`config.mk`:
```
export PLATFORM = sky130hd
export DESIGN_NAME = t1_boc_detect
export DESIGN_NICKNAME = d
export VERILOG_FILES = /design/src/rtl/t1boc_pkg.sv /design/src/rtl/boc_window_match.sv /design/src/rtl/boc_qualifier.sv /design/src/rtl/boc_status.sv /design/src/rtl/t1_boc_detect.sv
export SDC_FILE = /design/constraint.sdc
export NUM_CORES = 1
export LEC_CHECK = 0
export BUFFER_PORTS_ARGS = -buffer_cell sky130_fd_sc_hd__buf_2
export CORE_MARGIN = 2
export CORE_UTILIZATION = 55
export DETAILED_ROUTE_END_ITERATION = 8
export PLACE_DENSITY = 0.85
export RECOVER_POWER = 100
export SKIP_LAST_GASP = 1
export SLEW_MARGIN = 10
export SYNTH_ARGS = -nofsm -noshare
export SYNTH_HDL_FRONTEND = slang
export SYNTH_SLANG_ARGS = --single-unit
```
`constraint.sdc`:
```
create_clock -name clk -period 3.04 [get_ports clk]
set_input_delay 0 -clock clk [delete_from_list [all_inputs] [get_ports clk]]
set_output_delay 0 -clock clk [all_outputs]
set_load 0.01 [all_outputs]
```
`src/rtl/t1boc_pkg.sv`:
```
package t1boc_pkg;

    typedef enum logic [0:0] {
        ST_IDLE   = 1'b0,
        ST_ACTIVE = 1'b1
    } boc_state_e;

    // Consecutive identical messages required: 2*sel + 1.
    function automatic logic [3:0] filter_count(input logic [1:0] sel);
        return {1'b0, sel, 1'b1};
    endfunction

endpackage

```
`src/rtl/boc_window_match.sv`:
```
module boc_window_match #(
    parameter int MSG_W    = 16,
    parameter int CODE_W   = 6,
    parameter int PREAMBLE = 8
) (
    input  logic              clk,
    input  logic              rst_n,
    input  logic              enable,
    input  logic              strobe,
    input  logic              bit_in,
    output logic              hit,
    output logic [CODE_W-1:0] code
);

    localparam int ZERO_POS = MSG_W - 1 - PREAMBLE;

    logic [MSG_W-2:0] hist_q;
    logic [MSG_W-1:0] win;

    assign win = {hist_q, bit_in};

    always_ff @(posedge clk or negedge rst_n) begin
        if (!rst_n) begin
            hist_q <= '0;
        end else if (!enable) begin
            hist_q <= '0;
        end else if (strobe) begin
            hist_q <= win[MSG_W-2:0];
        end
    end

    assign hit = enable && strobe
               && (&win[MSG_W-1 -: PREAMBLE])
               && !win[ZERO_POS]
               && !win[0];

    // Code arrives LSB first: first code bit sits just below the separator zero.
    for (genvar gi = 0; gi < CODE_W; gi++) begin : g_code
        assign code[gi] = win[ZERO_POS-1-gi];
    end

endmodule

```
`src/rtl/boc_qualifier.sv`:
```
module boc_qualifier #(
    parameter int MSG_W  = 16,
    parameter int CODE_W = 6,
    parameter int CNT_W  = 4
) (
    input  logic              clk,
    input  logic              rst_n,
    input  logic              enable,
    input  logic              strobe,
    input  logic              hit,
    input  logic [CODE_W-1:0] code,
    input  logic [CNT_W-1:0]  need,
    output logic              qualify
);

    localparam int GAP_W   = $clog2(MSG_W + 1);
    localparam int CNT_MAX = 2 ** (CNT_W - 1);

    logic [GAP_W-1:0]  gap_q;
    logic [CODE_W-1:0] cand_q;
    logic [CNT_W-1:0]  cnt_q;
    logic [CNT_W-1:0]  cnt_next;
    logic              back_to_back;

    assign back_to_back = (gap_q == GAP_W'(MSG_W - 1)) && (code == cand_q);

    always_comb begin
        if (!back_to_back) begin
            cnt_next = CNT_W'(1);
        end else if (cnt_q == CNT_W'(CNT_MAX)) begin
            cnt_next = cnt_q;
        end else begin
            cnt_next = cnt_q + 1'b1;
        end
    end

    assign qualify = hit && (cnt_next == need);

    always_ff @(posedge clk or negedge rst_n) begin
        if (!rst_n) begin
            gap_q  <= '0;
            cand_q <= '0;
            cnt_q  <= '0;
        end else if (!enable) begin
            gap_q  <= '0;
            cand_q <= '0;
            cnt_q  <= '0;
        end else if (strobe) begin
            if (hit) begin
                gap_q  <= '0;
                cand_q <= code;
                cnt_q  <= cnt_next;
            end else if (gap_q != GAP_W'(MSG_W)) begin
                gap_q <= gap_q + 1'b1;
            end
        end
    end

endmodule

```
`src/rtl/boc_status.sv`:
```
module boc_status #(
    parameter int N_STAT = 2
) (
    input  logic              clk,
    input  logic              rst_n,
    input  logic [N_STAT-1:0] set,
    input  logic              clr_wr,
    input  logic [N_STAT-1:0] clr_data,
    input  logic              en_wr,
    input  logic [N_STAT-1:0] en_data,
    output logic [N_STAT-1:0] stat,
    output logic              irq_n
);

    logic [N_STAT-1:0] en_q;

    for (genvar gi = 0; gi < N_STAT; gi++) begin : g_bit
        always_ff @(posedge clk or negedge rst_n) begin
            if (!rst_n) begin
                stat[gi] <= 1'b0;
            end else if (set[gi]) begin
                stat[gi] <= 1'b1;
            end else if (clr_wr && clr_data[gi]) begin
                stat[gi] <= 1'b0;
            end
        end
    end

    always_ff @(posedge clk or negedge rst_n) begin
        if (!rst_n) begin
            en_q <= '0;
        end else if (en_wr) begin
            en_q <= en_data;
        end
    end

    assign irq_n = ~|(stat & en_q);

endmodule

```
`src/rtl/t1_boc_detect.sv`:
```
module t1_boc_detect
    import t1boc_pkg::*;
#(
    parameter int MSG_W      = 16,
    parameter int CODE_W     = 6,
    parameter int PREAMBLE   = 8,
    parameter int CNT_W      = 4,
    parameter int BLOCK_BITS = 16
) (
    input  logic              clk,
    input  logic              rst_n,
    input  logic              esf_mode,
    input  logic              dl_bit,
    input  logic              dl_strobe,
    input  logic [3:0]        ctrl,
    input  logic              clr_wr,
    input  logic [1:0]        clr_data,
    input  logic              en_wr,
    input  logic [1:0]        en_data,
    output logic [CODE_W-1:0] code_out,
    output logic              found,
    output logic              lost,
    output logic              irq_n
);

    localparam int DIS_W = $clog2(4 * BLOCK_BITS + 1);

    boc_state_e        state_q, state_d;
    logic [DIS_W-1:0]  dis_q, dis_d, dis_limit;
    logic [CODE_W-1:0] code_q, code_d;
    logic              hit, qualify, set_found, set_lost;
    logic [CODE_W-1:0] rx_code;
    logic [1:0]        stat;

    boc_window_match #(
        .MSG_W(MSG_W), .CODE_W(CODE_W), .PREAMBLE(PREAMBLE)
    ) u_win (
        .clk(clk), .rst_n(rst_n), .enable(esf_mode), .strobe(dl_strobe),
        .bit_in(dl_bit), .hit(hit), .code(rx_code)
    );

    boc_qualifier #(
        .MSG_W(MSG_W), .CODE_W(CODE_W), .CNT_W(CNT_W)
    ) u_qual (
        .clk(clk), .rst_n(rst_n), .enable(esf_mode), .strobe(dl_strobe),
        .hit(hit), .code(rx_code),
        .need(CNT_W'(filter_count(ctrl[1:0]))), .qualify(qualify)
    );

    assign dis_limit = DIS_W'(BLOCK_BITS * (int'(ctrl[3:2]) + 1));

    // State register
    always_ff @(posedge clk or negedge rst_n) begin
        if (!rst_n) begin
            state_q <= ST_IDLE;
            dis_q   <= '0;
            code_q  <= '0;
        end else begin
            state_q <= state_d;
            dis_q   <= dis_d;
            code_q  <= code_d;
        end
    end

    // Next state and event outputs
    always_comb begin
        state_d   = state_q;
        dis_d     = dis_q;
        code_d    = code_q;
        set_found = 1'b0;
        set_lost  = 1'b0;
        if (!esf_mode) begin
            state_d = ST_IDLE;                      // DISABLE
            dis_d   = '0;
        end else if (dl_strobe) begin
            unique case (state_q)
                ST_IDLE: begin
                    if (qualify) begin              // ACQUIRE
                        state_d   = ST_ACTIVE;
                        code_d    = rx_code;
                        set_found = 1'b1;
                        dis_d     = '0;
                    end
                end
                ST_ACTIVE: begin
                    if (hit && rx_code == code_q) begin
                        dis_d = '0;                 // REFRESH
                    end else if (qualify) begin     // REPLACE
                        code_d    = rx_code;
                        set_found = 1'b1;
                        dis_d     = '0;
                    end else if (dis_q + 1'b1 == dis_limit) begin
                        state_d  = ST_IDLE;         // EXPIRE
                        set_lost = 1'b1;
                        dis_d    = '0;
                    end else begin
                        dis_d = dis_q + 1'b1;
                    end
                end
                default: state_d = ST_IDLE;
            endcase
        end
    end

    boc_status #(.N_STAT(2)) u_stat (
        .clk(clk), .rst_n(rst_n), .set({set_lost, set_found}),
        .clr_wr(clr_wr), .clr_data(clr_data), .en_wr(en_wr),
        .en_data(en_data), .stat(stat), .irq_n(irq_n)
    );

    assign code_out = code_q;
    assign found    = stat[0];
    assign lost     = stat[1];

endmodule

```
# Word level (Yosys, flattened, before mapping)
# Cells that the tools add are included.
# totals
register_bits,48
latchBits,0
mem_bits_rw,0
rom_bits,0
wordCells,93
n_memories,0
# op_classes
n_addsub,4
multipliers,0
div_mod_pow,0
magnitude_cmp,0
eq_ne,12
shift,0
muxes,45
bitwise,2
n_reduce_logical,20
# ops
op,n
7-bit 2-to-1 mux,6
15-bit 2-to-1 mux,2
6-bit 2-to-1 mux,5
4-bit 2-to-1 mux,5
5-bit 2-to-1 mux,4
1-bit 2-to-1 mux,19
7-bit one-hot mux with 2 select lines,1
6-bit equality test,2
6-bit one-hot mux with 2 select lines,1
1-bit logical AND,9
8-bit AND reduction,1
7-bit by 1-bit adder with 7-bit output (second input constant),1
7-bit equality test,1
2-bit AND reduction,3
5-bit by 1-bit adder with 5-bit output (second input constant),1
5-bit by 4-bit equality test with 1-bit output (second input constant),1
5-bit != test (second input constant),1
4-bit by 1-bit adder with 4-bit output (second input constant),1
4-bit by 3-bit equality test with 1-bit output,1
4-bit equality test (second input constant),1
2-bit by 1-bit != test with 1-bit output (second input constant),2
1-bit one-hot mux with 2 select lines,2
2-bit nonzero test,2
2-bit by 1-bit adder with 3-bit output (second input constant),1
other kinds (8),10

# Logic depth before layout (Yosys ltp)
# depth
word_depth,11
ltp_mapped,9
mapped_depth_nobuf,8

# Hierarchy
# A second synthesis with hierarchy kept.
# unflattened
cells_unflattened,264
hier_area_um2,2756.4
# modules_own_cells
mod,instances,cells_per_inst,area_per_inst_um2,seq_area_each_um2
boc_qualifier,1,107,980.9,375.4
t1_boc_detect,1,88,889.6,350.3
boc_window_match,1,58,733.2,375.4
boc_status,1,11,152.6,100.1

# Worst setup path before layout
# OpenSTA, ideal clock, no wires.
# synth_path
path_type,register -> register
startpoint,register u_qual.gap_q[0]
endpoint,"register code_q[0], in the netlist code_out[0]"
arrival_ns,2.164
t_required_ns,2.915
slack_ns,0.751
path_stages_with_launch,10
path_buffers,1
synth_period_minus_slack_ns,2.289
cell_sequence,dfrtp_1 ha_1 and3_1 ha_1 nand3_1 or4_4 o2111ai_4 a21o_1 buf_6 mux2_4
# synth_between
elab_chain_len,8
# synth_lines
item,line,text
start: declaration,boc_qualifier.sv:19,logic [GAP_W-1:0] gap_q;
start signal: assignment,boc_qualifier.sv:54,gap_q <= gap_q + 1'b1;
5-bit by 4-bit equality test with 1-bit output *,boc_qualifier.sv:25,assign back_to_back = (gap_q == GAP_W'(MSG_W - 1)) && (code == cand_q);
1-bit logical AND *,boc_qualifier.sv:25,
4-bit 2-to-1 mux *,boc_qualifier.sv:28,if (!back_to_back) begin
4-bit by 3-bit equality test with 1-bit output *,boc_qualifier.sv:37,assign qualify = hit && (cnt_next == need);
1-bit logical AND *,boc_qualifier.sv:37,
6-bit 2-to-1 mux *,n/a,
6-bit 2-to-1 mux,n/a,
6-bit one-hot mux with 2 select lines *,n/a,
end signal: assignment,t1_boc_detect.sv:61,code_q <= code_d;
end: declaration,t1_boc_detect.sv:30,"logic [CODE_W-1:0] code_q, code_d;"
# Every way passes the cells marked *; elsewhere a longest branch is shown, timed or not. The select of a mux whose other input is x is not followed.
# A chain may end at the register's enable or synchronous reset.

# Worst setup path in the final report
# layout_path
startpoint,register u_qual.gap_q[0]
endpoint,"register code_q[5], in the netlist code_out[5]"
# The elaborated chain is that of the path after synthesis.

==> key figures <==
Power
  • Combinational share of power: roughly 9.0%
  • Clk pwr share: between 30% and 40%
  • P_int: approximately 0.00095 W
  • Leak: approximately 1.3 nW
  • Switching power: around 0.00029 W
  • Power per Cell Area: between 400 and 500 nW/um^2
  • Sequential power share: a little over half
  • Switching portion of total power: a little under a quarter
  • Worst vdd ir: between 0.2 and 0.3 mV

Floorplanning
  • Std cell rows: 25
  • Core Area: 4690 um^2
  • Full die area: between 5000 and 6000 um^2
  • I/O Pins: 24
  • Chip height: 73.6 um
  • Initial Util: between 50% and 60%
  • Chip width: roughly 74 um

Final layout
  • Nets@finish: 311
  • Final core utilization: ~64%
  • Reg area: 1200 um^2
  • Area of the multi-input gates: 1350 um^2
  • Fillers: 395
  • Area Growth Syn to Fin: 11.8%
  • Share of layout cells above drive strength 1: 11.7%
  • ANT cells: 0

Min path
  • Worst Hold Class: in -> reg

Timing
  • Fmax: 369 MHz
  • Fin. Hold Viols: 0
  • Min Hold Slack: 171 ps
  • Worst Tran Pin Value: 1190 ps
  • Min Tclk post-route: 2710 ps
  • Total Negative Setup Slacks: 0 ps
  • Fin crit share: between 80% and 90%
  • Endpoints failing setup: 0
  • Setup Skew: roughly 14 ps
  • Max-slew violation count: 0
  • RSZ-0062 raised after global routing: false
  • Max-slew headroom: around 20%

Global route
  • Met2 GRT Util: approximately 37%
  • GRT Util Overall: 21.1%
  • First-pass GRT wire length: ~8800 um
  • Largest net degree at the start of global routing: slightly below 50
  • Grt total ovfl: 0
  • Number of global-route vias before repair: a little over 2000
  • Antenna violations before repair: 0
  • GRT met3 Usage: 3.57%
  • GRT busiest layer: met2
  • M1 GR Usage: 25.8%

Worst setup path
  • CP Max Fanout: 18
  • CP max-delay cell: o2111ai_4
  • Crit. End Element: flop
  • Critical path arrival: between 2000 and 3000 ps
  • CP dominant cell by count: ha_1
  • Worst path max stage delay: between 400 and 500 ps
  • CP Data Required Time: 3230 ps
  • CP Cell Sequence: ha_1 -> and3_1 -> ha_1 -> nand3_1 -> o31a_1 -> o2111ai_4 -> a21o_1 -> mux2_1
  • Crit start category: flop
  • Setup CP Type: reg -> reg

Clocking
  • TritonCTS Buffers: 5
  • Clock sink count: between 40 and 50
  • TritonCTS clock tree: done
  • Clk root buf: clkbuf_8
  • CTS clk-pin slew, worst paths: 90 ps
  • Clk Latency, worst-skew pair: approximately 310 ps
  • CTS max path bufs: 2
  • H-tree depth: 2

Routing
  • Vias post-DR: 2017
  • First DRT Iteration DRCs: around 150
  • DRC Markers: 0
  • 1st-pass router iterations: 4
  • ANT nets after route: 0
  • Final WL: 5230 um
  • Vias/cell: approximately 5.9
  • Routed len/inst: 15.2 um

Synthesis
  • Synthesis-stage register bit count: between 40 and 50
  • Syn_nets: 280
  • Sequential area share after synthesis: a little under half
  • Mapped cell area: between 2000 and 3000 um^2
  • Ys Warns: 0
  • Ys flop type: dfrtp_1
  • Syn Area/Cell: between 10 and 15 um^2
  • EDFF count, synth: 0
  • Cells after Synth: between 200 and 300
  • Netlist cell types: 48
  • Post-synth ARST share: 100%

Status
  • Status: finished clean

Flow run
  • Max cap viols: 0

Placed design
  • RePlAce Congestion: between 0.7 and 0.8
  • Port bufs: 23
  • DP Wirelength: between 3000 and 4000 um
## path summary, 6_finish.rpt
kind / from / endpoint / slack [ps] / depth (start not counted)
setup reg to reg: u_qual.gap_q[0]$_DFFE_PN0P_ / code_out[5]$_DFFE_PN0P_ / 330 / 8
setup / recovery: u_qual.gap_q[0]$_DFFE_PN0P_ / code_out[5]$_DFFE_PN0P_ / 330 / 8
hold / removal: dl_strobe / u_qual.cnt_q[1]$_DFFE_PN0P_ / 170 / 5
max in group asynchronous: rst_n / code_out[3]$_DFFE_PN0P_ / 1850 / 2
min in group asynchronous: rst_n / u_win.hist_q[14]$_DFFE_PN0P_ / 470 / 2
hold reg to reg: u_stat.stat[0]$_DFFE_PN0P_ / u_stat.stat[0]$_DFFE_PN0P_ / 520 / 2
## placed cells by master (no fill, tap or decap), drive strengths merged, types with 2 or more instances in the layout
cell type,instances
dfrtp,48
nand3,25
nand2,25
nor2b,18
clkbuf,18
mux2i,15
buf,15
xnor2,14
nor2,12
nand4,11
dlygate4sd3,10
inv,8
a21boi,8
mux2,8
ha,7
o21ai,6
xor2,4
and3,3
a21oi,3
o211ai,3
nor3,3
or3,2
a21o,2
o31ai,2
## flip-flops by register name, indices dropped and copies added, names as in the netlist
register and flops:
u_stat.en_q 2, dis_q 7, state_q 1, u_qual.gap_q 5, code_out 6, u_stat.stat 2, u_qual.cand_q 6, u_win.hist_q 15
u_qual.cnt_q 4
## repair_timing
item                       in CTS  in global routing
hold buffers                   10                  0
setup endpoints to repair       0                  0
buffers inserted                0                  0
gates resized for setup         0                  0
hold endpoints to repair       53                  0
## synthesized netlist by cell type, drive strengths merged, types with 2 or more instances
library cell  instances  area (um^2)
mux2i                15          150
nor2b                18          113
and3                  3         18.8
nand3                25          125
xor2                  4         35.0
o211ai                3         22.5
dfrtp                48         1200
clkbuf                8         30.0
o31ai                 2         20.0
mux2                  8          113
nand2                25         93.8
nor2                 12         45.0
or3                   2         12.5
a21boi                8         60.1
a21o                  2         15.0
inv                   8         30.0
ha                    7         87.6
xnor2                14          123
nand4                11         81.3
buf                   5         33.8
nor3                  3         26.3
a21oi                 3         15.0
o21ai                 6         30.0
## power by group through the flow
stage                     clock, W  combinational [W]  sequential [W]
after floorplan                  0          0.0000653        0.000672
after global placement           0          0.0000973        0.000673
after detailed placement         0           0.000100        0.000675
after CTS                 0.000467           0.000113        0.000662
after global routing      0.000490           0.000126        0.000664
final                     0.000462           0.000112        0.000662
## cells by family after synthesis
logic type | count (synthesis) | synth area share [%]
xor gates and xnor gates | 19 | 6.75
adders and majority gates | 7 | 3.28
buffers and inverters | 21 | 3.52
muxes | 23 | 9.85
DFF | 48 | 45.0
AOI/OAI and AO/OA | 34 | 10.1
and+or+nand+nor | 106 | 21.5
## per-stage QoR
stage | worst slack (ps) | instance area [um^2] | instances | power [W]
6_report | 331 | 2980 | 344 | 0.00124
5_1_grt | 78.2 | 2980 | 344 | 0.00128
4_1_cts | 291 | 3020 | 344 | 0.00124
3_5_place_dp | 312 | 2820 | 326 | 0.000775
3_3_place_gp | 428 | 2820 | 326 | 0.000771
2_1_floorplan | 751 | 2670 | 258 | 0.000737
## worst max-delay path: cells and delay by family, from the launching register on
family	cells	cell delay, ps
simple gates	2	330
flops	1	420
compound gates	3	1170
mux	1	360
fa+ha+maj	2	320
## cell type report
class,count,area share [%]
Multi-Input combinational cell,189,45.3
Clock inverter,2,1.17
Tap cell,54,2.27
Timing Repair Buffer,37,7.59
Inverter,8,1.01
Sequential cell,48,40.3
Clock buffer,6,2.43
## layer usage
layer / part of all wire (%) / vias to the layer above
li1: - / 973
met1: 45 / 981
met2: 49 / 52
met3: 3.6 / 11
met4: 2.3 / 0
met5: 0 / -
Power figures use the tool's default switching activity.
